**src/rtl/cfgs_pkg.sv**
```systemverilog
package cfgs_pkg;
  localparam int BYTE_W = 8;
  typedef logic [BYTE_W-1:0] byte_t;

  typedef enum logic [1:0] {PH_ADDR, PH_CMD, PH_CNT, PH_DATA} phase_e;
  typedef enum logic [2:0] {RX_IDLE, RX_BITS, RX_ACK_SET, RX_ACK_HOLD, RX_ACK_END} rx_e;

  // Value an entry takes at reset.
  function automatic byte_t power_up_value(input int idx);
    case (idx)
      0: return 8'h06;
      1: return 8'hFF;
      2: return 8'h3F;
      3: return 8'h20;
      default: return 8'h00;
    endcase
  endfunction

  // Bits of an entry that keep written data; the others are stuck at 0.
  function automatic byte_t writable_bits(input int idx);
    case (idx)
      0: return 8'h7F;
      2: return 8'h3F;
      3: return 8'hE4;
      4: return 8'h00;
      default: return 8'hFF;
    endcase
  endfunction

  function automatic logic addr_hit(input byte_t b, input logic [6:0] dev);
    return (b[7:1] == dev) && !b[0];
  endfunction
endpackage

```
**src/rtl/cfgs_line_sync.sv**
```systemverilog
module cfgs_line_sync #(
  parameter int STAGES = 2
) (
  input  logic clk,
  input  logic rst_n,
  input  logic scl_i,
  input  logic sda_i,
  output logic sda_s,
  output logic scl_rise,
  output logic scl_fall,
  output logic start_det,
  output logic stop_det
);
  // STAGES synchronizer flops plus one history flop per line.
  logic [STAGES:0] scl_p, sda_p;

  always_ff @(posedge clk or negedge rst_n) begin
    if (!rst_n) begin
      scl_p <= '1;
      sda_p <= '1;
    end else begin
      scl_p <= {scl_p[STAGES-1:0], scl_i};
      sda_p <= {sda_p[STAGES-1:0], sda_i};
    end
  end

  logic scl_now, scl_old, sda_old;
  assign scl_now = scl_p[STAGES-1];
  assign scl_old = scl_p[STAGES];
  assign sda_s   = sda_p[STAGES-1];
  assign sda_old = sda_p[STAGES];

  assign scl_rise  = scl_now & ~scl_old;
  assign scl_fall  = ~scl_now & scl_old;
  assign start_det = scl_now & scl_old & sda_old & ~sda_s;
  assign stop_det  = scl_now & scl_old & ~sda_old & sda_s;
endmodule

```
**src/rtl/cfgs_byte_rx.sv**
```systemverilog
module cfgs_byte_rx import cfgs_pkg::*; (
  input  logic  clk,
  input  logic  rst_n,
  input  logic  scl_rise,
  input  logic  scl_fall,
  input  logic  sda_s,
  input  logic  start_det,
  input  logic  stop_det,
  input  logic  ack_ok,
  output logic  byte_done,
  output byte_t byte_val,
  output logic  sda_oe
);
  localparam int CW = $clog2(BYTE_W);
  localparam logic [CW-1:0] LAST_BIT = CW'(BYTE_W - 1);

  rx_e st;
  logic [CW-1:0] cnt;
  logic [BYTE_W-2:0] sh;

  assign byte_val  = {sh, sda_s};
  assign byte_done = (st == RX_BITS) && scl_rise && (cnt == LAST_BIT);

  always_ff @(posedge clk or negedge rst_n) begin
    if (!rst_n) begin
      st     <= RX_IDLE;
      cnt    <= '0;
      sh     <= '0;
      sda_oe <= 1'b0;
    end else if (stop_det) begin
      st     <= RX_IDLE;
      sda_oe <= 1'b0;
    end else if (start_det) begin
      st     <= RX_BITS;
      cnt    <= '0;
      sda_oe <= 1'b0;
    end else begin
      case (st)
        RX_BITS: if (scl_rise) begin
          sh <= byte_val[BYTE_W-2:0];
          if (cnt == LAST_BIT) begin
            cnt <= '0;
            st  <= ack_ok ? RX_ACK_SET : RX_IDLE;
          end else begin
            cnt <= cnt + 1'b1;
          end
        end
        RX_ACK_SET: if (scl_fall) begin
          sda_oe <= 1'b1;
          st     <= RX_ACK_HOLD;
        end
        RX_ACK_HOLD: if (scl_rise) st <= RX_ACK_END;
        RX_ACK_END: if (scl_fall) begin
          sda_oe <= 1'b0;
          st     <= RX_BITS;
        end
        default: ;
      endcase
    end
  end
endmodule

```
**src/rtl/cfgs_reg_bank.sv**
```systemverilog
module cfgs_reg_bank import cfgs_pkg::*; #(
  parameter int NREG = 6,
  parameter int IW   = 3
) (
  input  logic               clk,
  input  logic               rst_n,
  input  logic               wr_en,
  input  logic [IW-1:0]      wr_idx,
  input  byte_t              wr_data,
  output logic [NREG*BYTE_W-1:0] regs_o,
  output logic [NREG-1:0]    wr_stb_o
);
  for (genvar i = 0; i < NREG; i++) begin : g_entry
    localparam logic [IW-1:0] MY_IDX = IW'(i);
    localparam byte_t RST_V  = power_up_value(i);
    localparam byte_t KEEP_M = writable_bits(i);
    logic hit;
    assign hit = wr_en && (wr_idx == MY_IDX);

    always_ff @(posedge clk or negedge rst_n) begin
      if (!rst_n) begin
        regs_o[i*BYTE_W +: BYTE_W] <= RST_V;
        wr_stb_o[i]                <= 1'b0;
      end else begin
        wr_stb_o[i] <= hit;
        if (hit) regs_o[i*BYTE_W +: BYTE_W] <= wr_data & KEEP_M;
      end
    end
  end
endmodule

```
**src/rtl/cfgs_serial_slave.sv**
```systemverilog
module cfgs_serial_slave import cfgs_pkg::*; #(
  parameter int         NREG        = 6,
  parameter logic [6:0] DEV_ADDR    = 7'b1101001,
  parameter int         SYNC_STAGES = 2
) (
  input  logic                   clk,
  input  logic                   rst_n,
  input  logic                   scl_i,
  input  logic                   sda_i,
  output logic                   sda_oe,
  output logic [NREG*BYTE_W-1:0] regs_o,
  output logic [NREG-1:0]        wr_stb_o
);
  localparam int PW = $clog2(NREG + 1);
  localparam logic [PW-1:0] PTR_END = PW'(NREG);

  // Named internal events, observed by the bound checker.
  logic  sda_s, scl_rise, scl_fall, start_det, stop_det;
  logic  byte_done, ack_ok, wr_en;
  byte_t byte_val;
  phase_e phase;
  logic [PW-1:0] ptr;

  cfgs_line_sync #(.STAGES(SYNC_STAGES)) u_sync (
    .clk(clk), .rst_n(rst_n), .scl_i(scl_i), .sda_i(sda_i),
    .sda_s(sda_s), .scl_rise(scl_rise), .scl_fall(scl_fall),
    .start_det(start_det), .stop_det(stop_det)
  );

  cfgs_byte_rx u_rx (
    .clk(clk), .rst_n(rst_n), .scl_rise(scl_rise), .scl_fall(scl_fall),
    .sda_s(sda_s), .start_det(start_det), .stop_det(stop_det),
    .ack_ok(ack_ok), .byte_done(byte_done), .byte_val(byte_val),
    .sda_oe(sda_oe)
  );

  assign ack_ok = (phase != PH_ADDR) || addr_hit(byte_val, DEV_ADDR);
  assign wr_en  = byte_done && (phase == PH_DATA) && (ptr < PTR_END);

  always_ff @(posedge clk or negedge rst_n) begin
    if (!rst_n) begin
      phase <= PH_ADDR;
      ptr   <= '0;
    end else if (start_det || stop_det) begin
      phase <= PH_ADDR;
      ptr   <= '0;
    end else if (byte_done) begin
      case (phase)
        PH_ADDR: if (ack_ok) phase <= PH_CMD;
        PH_CMD:  phase <= PH_CNT;
        PH_CNT:  phase <= PH_DATA;
        default: if (ptr < PTR_END) ptr <= ptr + 1'b1;
      endcase
    end
  end

  cfgs_reg_bank #(.NREG(NREG), .IW(PW)) u_bank (
    .clk(clk), .rst_n(rst_n), .wr_en(wr_en), .wr_idx(ptr),
    .wr_data(byte_val), .regs_o(regs_o), .wr_stb_o(wr_stb_o)
  );
endmodule

```
**config.mk**
```make
export PLATFORM = sky130hd
export DESIGN_NAME = cfgs_serial_slave
export DESIGN_NICKNAME = d
export VERILOG_FILES = /design/src/rtl/cfgs_pkg.sv /design/src/rtl/cfgs_line_sync.sv /design/src/rtl/cfgs_byte_rx.sv /design/src/rtl/cfgs_reg_bank.sv /design/src/rtl/cfgs_serial_slave.sv
export SDC_FILE = /design/constraint.sdc
export NUM_CORES = 1
export LEC_CHECK = 0
export CORE_UTILIZATION = 46
export CTS_CLUSTER_SIZE = 25
export DETAILED_ROUTE_END_ITERATION = 16
export HOLD_SLACK_MARGIN = 0.02
export MAX_ROUTING_LAYER = met4
export PLACE_DENSITY = 0.77
export SYNTH_ARGS = -nofsm -noshare
export SYNTH_HDL_FRONTEND = slang
export SYNTH_SLANG_ARGS = --single-unit
```
**constraint.sdc**
```tcl
create_clock -name clk -period 2.2 [get_ports clk]
set_input_delay 0.22 -clock clk [delete_from_list [all_inputs] [get_ports clk]]
set_output_delay 0.22 -clock clk [all_outputs]
set_load 0.01 [all_outputs]
```
==> flow_summary_export.csv <==
group,metric,value,unit
sta,min_period,2027,ps
die,chipWidth,81.46,µm
sta,setup_viol,0,
setup_path,cp_slowest_cell,"dfstp_2",
detailed_routing,ant_nets,0,
detailed_routing,drt_iter0_markers,137,
power,ir_worst_vdd,0.4361,mV
grt,grt_pass1_vias,1888,
cells_and_area,final_common_cell,"clkdlybuf4s50_1",
setup_path,cp_data_arrival_time,2260,ps
sta,rsz0062_at_grt,"no",
synthesis,synth_area_per_cell,13.57,µm²
cts,clk_pin_slew,70,ps
grt,track_usage,20.25,%
detailed_routing,wl_per_cell,15.73,µm
cells_and_area,fin_area,3621,µm²
power,switching_share,26.44,%
run,drv_cap,0,
die,ios,59,
cells_and_area,nNetsFinal,291,
cts,h-tree-depth,3,
sta,finalHoldViolCount,0,
die,die_area,6635,µm²
detailed_routing,top_layer,"met4",
setup_path,critical_path.cell_chain,"and4bb_2 -> nand4_4 -> nor4b_4 -> buf_4 -> mux2_2",
sta,finClkSkew,6.335,ps
sta,totalNegativeSetupSlack,0,ps
cells_and_area,final_util,60.44,%
power,pwr-share-seq,54.9,%
cells_and_area,mostFrequentLayoutCells,"clkdlybuf4s50_1, dfrtp_1, mux2_2, dfstp_2, conb_1",
detailed_routing,routed_wl,5551,µm
detailed_routing,drt-vias-per-instance,5.235,
die,rows,28,
setup_path,cp-end-kind,"flop",
grt,grt_max_degree,52,
grt,grt_pass1_wl,9273,µm
detailed_routing,vias,1848,
synthesis,seq_area_frac_synth,56.14,%
placed_design,place_congestion,0.7747,
min_path,hp-class,"in -> reg",
cts,insertion_delay,350,ps
die,core_area,5991,µm²
min_path,holdPathStages,1,
die,start_util,48.48,%
detailed_routing,wl_met1,2503,µm
cts,post_cts_resized,0,
placed_design,io_buffer_count,43,
power,p_clk_share,35.7,%
detailed_routing,drt_pre_antenna_iters,4,
grt,overflow,0,
placed_design,postPlaceCellArea,3438,µm²
cts,tritoncts,"done",
power,p_comb_share,9.4,%
synthesis,synth_seq_cells,64,
detailed_routing,routed-wl-met3,331,µm
detailed_routing,dr_wl_met2,2552,µm
placed_design,hpwl,3878,µm
sta,finalCritPeriodShare,92.15,%
sta,slew_viol_final,0,
setup_path,critPathMaxStageDelay,520,ps
cts,cts-hold-fix-buffers,1,
setup_path,cp_max_fo,7,
detailed_routing,drc,0,
setup_path,ff2ff_path_depth,5,
setup_path,cp.required,2430,ps
power,p_sw,0.0006682,W
sta,fmax,0.4933,GHz
synthesis,syn_area,2904,µm²
die,die_h,81.46,µm
setup_path,start_kind,"flop",
cells_and_area,diodes,0,
cells_and_area,fill_cells,484,
cts,cts-root-buf,"clkbuf_8",
power,leakage,1.580,nW
cells_and_area,drive_gt1_share,37.05,%
cts,cts_buffers,9,
synthesis,yosys_warnings,0,
cells_and_area,syn_to_final_growth,24.69,%
power,p_per_area,697.8,nW/µm²
synthesis,synth_cells,214,
cts,cts.sinks,64,
synthesis,synthDistinctLibCells,42,
grt,grt_antenna_before_repair,0,
cts,clockBufferDepth,2,
cts,postCtsSetupBuffers,0,
setup_path,crit_type,"reg -> reg",
power,p_int,0.001859,W
run_status,status,"finished clean",
-- routing by layer --
layer | global-route usage [%] | vias to the layer above
li1 | - | 848
met4 | 12.14 | 0
met1 | 26.54 | 925
met2 | 27.83 | 60
met5 | - | -
met3 | 5.667 | 15
-- Yosys cell counts, drive strengths merged --
cell | count | area, µm²
dfstp | 23 | 604.3
a21oi | 6 | 30.03
inv | 7 | 26.28
a31oi | 1 | 6.260
buf | 20 | 143.9
mux2i | 1 | 10.01
nand2 | 7 | 26.28
a22o | 3 | 26.28
o31ai | 3 | 22.52
and4bb | 1 | 12.51
o21a | 1 | 7.510
nor4b | 1 | 23.77
ha | 13 | 162.7
a211o | 1 | 8.760
and3 | 1 | 7.510
nand4 | 3 | 33.78
nor3 | 2 | 10.01
clkbuf | 3 | 11.26
o21ba | 1 | 10.01
or2b | 1 | 7.510
xor2 | 1 | 8.760
a2bb2oi | 1 | 8.760
or2 | 1 | 6.260
nand4bb | 1 | 11.26
xnor2 | 1 | 8.760
nand2b | 1 | 6.260
nand3 | 2 | 10.01
nor2 | 6 | 22.52
o211ai | 1 | 7.510
dfrtp | 41 | 1026
conb | 1 | 3.750
a311oi | 1 | 8.760
or4b | 1 | 10.01
nor3b | 7 | 72.57
o21ai | 7 | 35.03
mux2 | 40 | 450.4
nand4b | 1 | 8.760
nand3b | 1 | 7.510
-- per-stage QoR --
step	std cells	setup slack [ps]	power [W]	hold WS [ps]
2_1_floorplan	228	81.29	0.001547	-75.59
3_5_place_dp	337	152.4	0.001649	151.5
5_1_grt	353	57.69	0.002654	277.6
4_1_cts	353	140.9	0.002554	265.3
6_report	353	172.7	0.002527	279.2
3_3_place_gp	337	209.1	0.001636	144.7
-- cell families (layout without fill, tap and decap cells) --
family | Yosys count | in the layout | synth area share [%]
other | 1 | 15 | 0.1291
AO/OA/AOI/OAI | 26 | 26 | 5.903
AND/OR/NAND/NOR | 37 | 37 | 9.522
multiplexers | 41 | 41 | 15.86
flip-flops | 64 | 64 | 56.14
XOR/XNOR | 2 | 2 | 0.6033
buffers and inverters | 30 | 80 | 6.248
adder cells (fa/ha/maj) | 13 | 13 | 5.601
-- area by class of cell --
cell class / instances / area (µm²) / share of cell area, %
inverters: 7 / 26.28 / 0.7256
multi-input cells: 134 / 1145 / 31.62
well taps: 75 / 93.84 / 2.592
clock inverters: 3 / 17.52 / 0.4838
flip-flops and latches: 64 / 1630 / 45.02
repair buffers: 58 / 553.0 / 15.27
clock buffers: 12 / 155.1 / 4.285
-- critical path: cells and delay by family, from the launching register on --
kind	cells	cell delay (ps)
flops	1	520
buf+inv	1	220
simple gates	3	840
mux	1	330
-- power by group through the flow --
stage               Combinational [W]  Sequential (W)  Clock [W]
global placement             0.000235         0.00140          0
floorplan                    0.000179         0.00137          0
global route                 0.000273         0.00141   0.000975
finish                       0.000238         0.00139   0.000902
CTS                          0.000244         0.00139   0.000923
detailed placement           0.000243         0.00141          0
-- worst paths after layout --
path,start,endpoint,slack (ps)
max reg2reg,u_sync.scl_p[1],u_bank.regs_o[43],170
min,scl_i,u_sync.scl_p[0],280
max in group asynchronous,rst_n,u_bank.regs_o[15],1270
max,u_sync.scl_p[1],u_bank.regs_o[43],170
min reg2reg,u_sync.scl_p[0],u_sync.scl_p[1],360
min in group asynchronous,rst_n,u_bank.regs_o[3],310
-- registers in the layout, indices dropped and copies added, names as in the netlist --
register         cells
ptr                  3
u_rx.sh              7
u_rx.sda_oe          1
u_sync.scl_p         3
u_rx.cnt             3
u_rx.st              3
u_bank.wr_stb_o      6
u_sync.sda_p         3
phase                2
u_bank.regs_o       33
(Power assumes the default switching activity.)
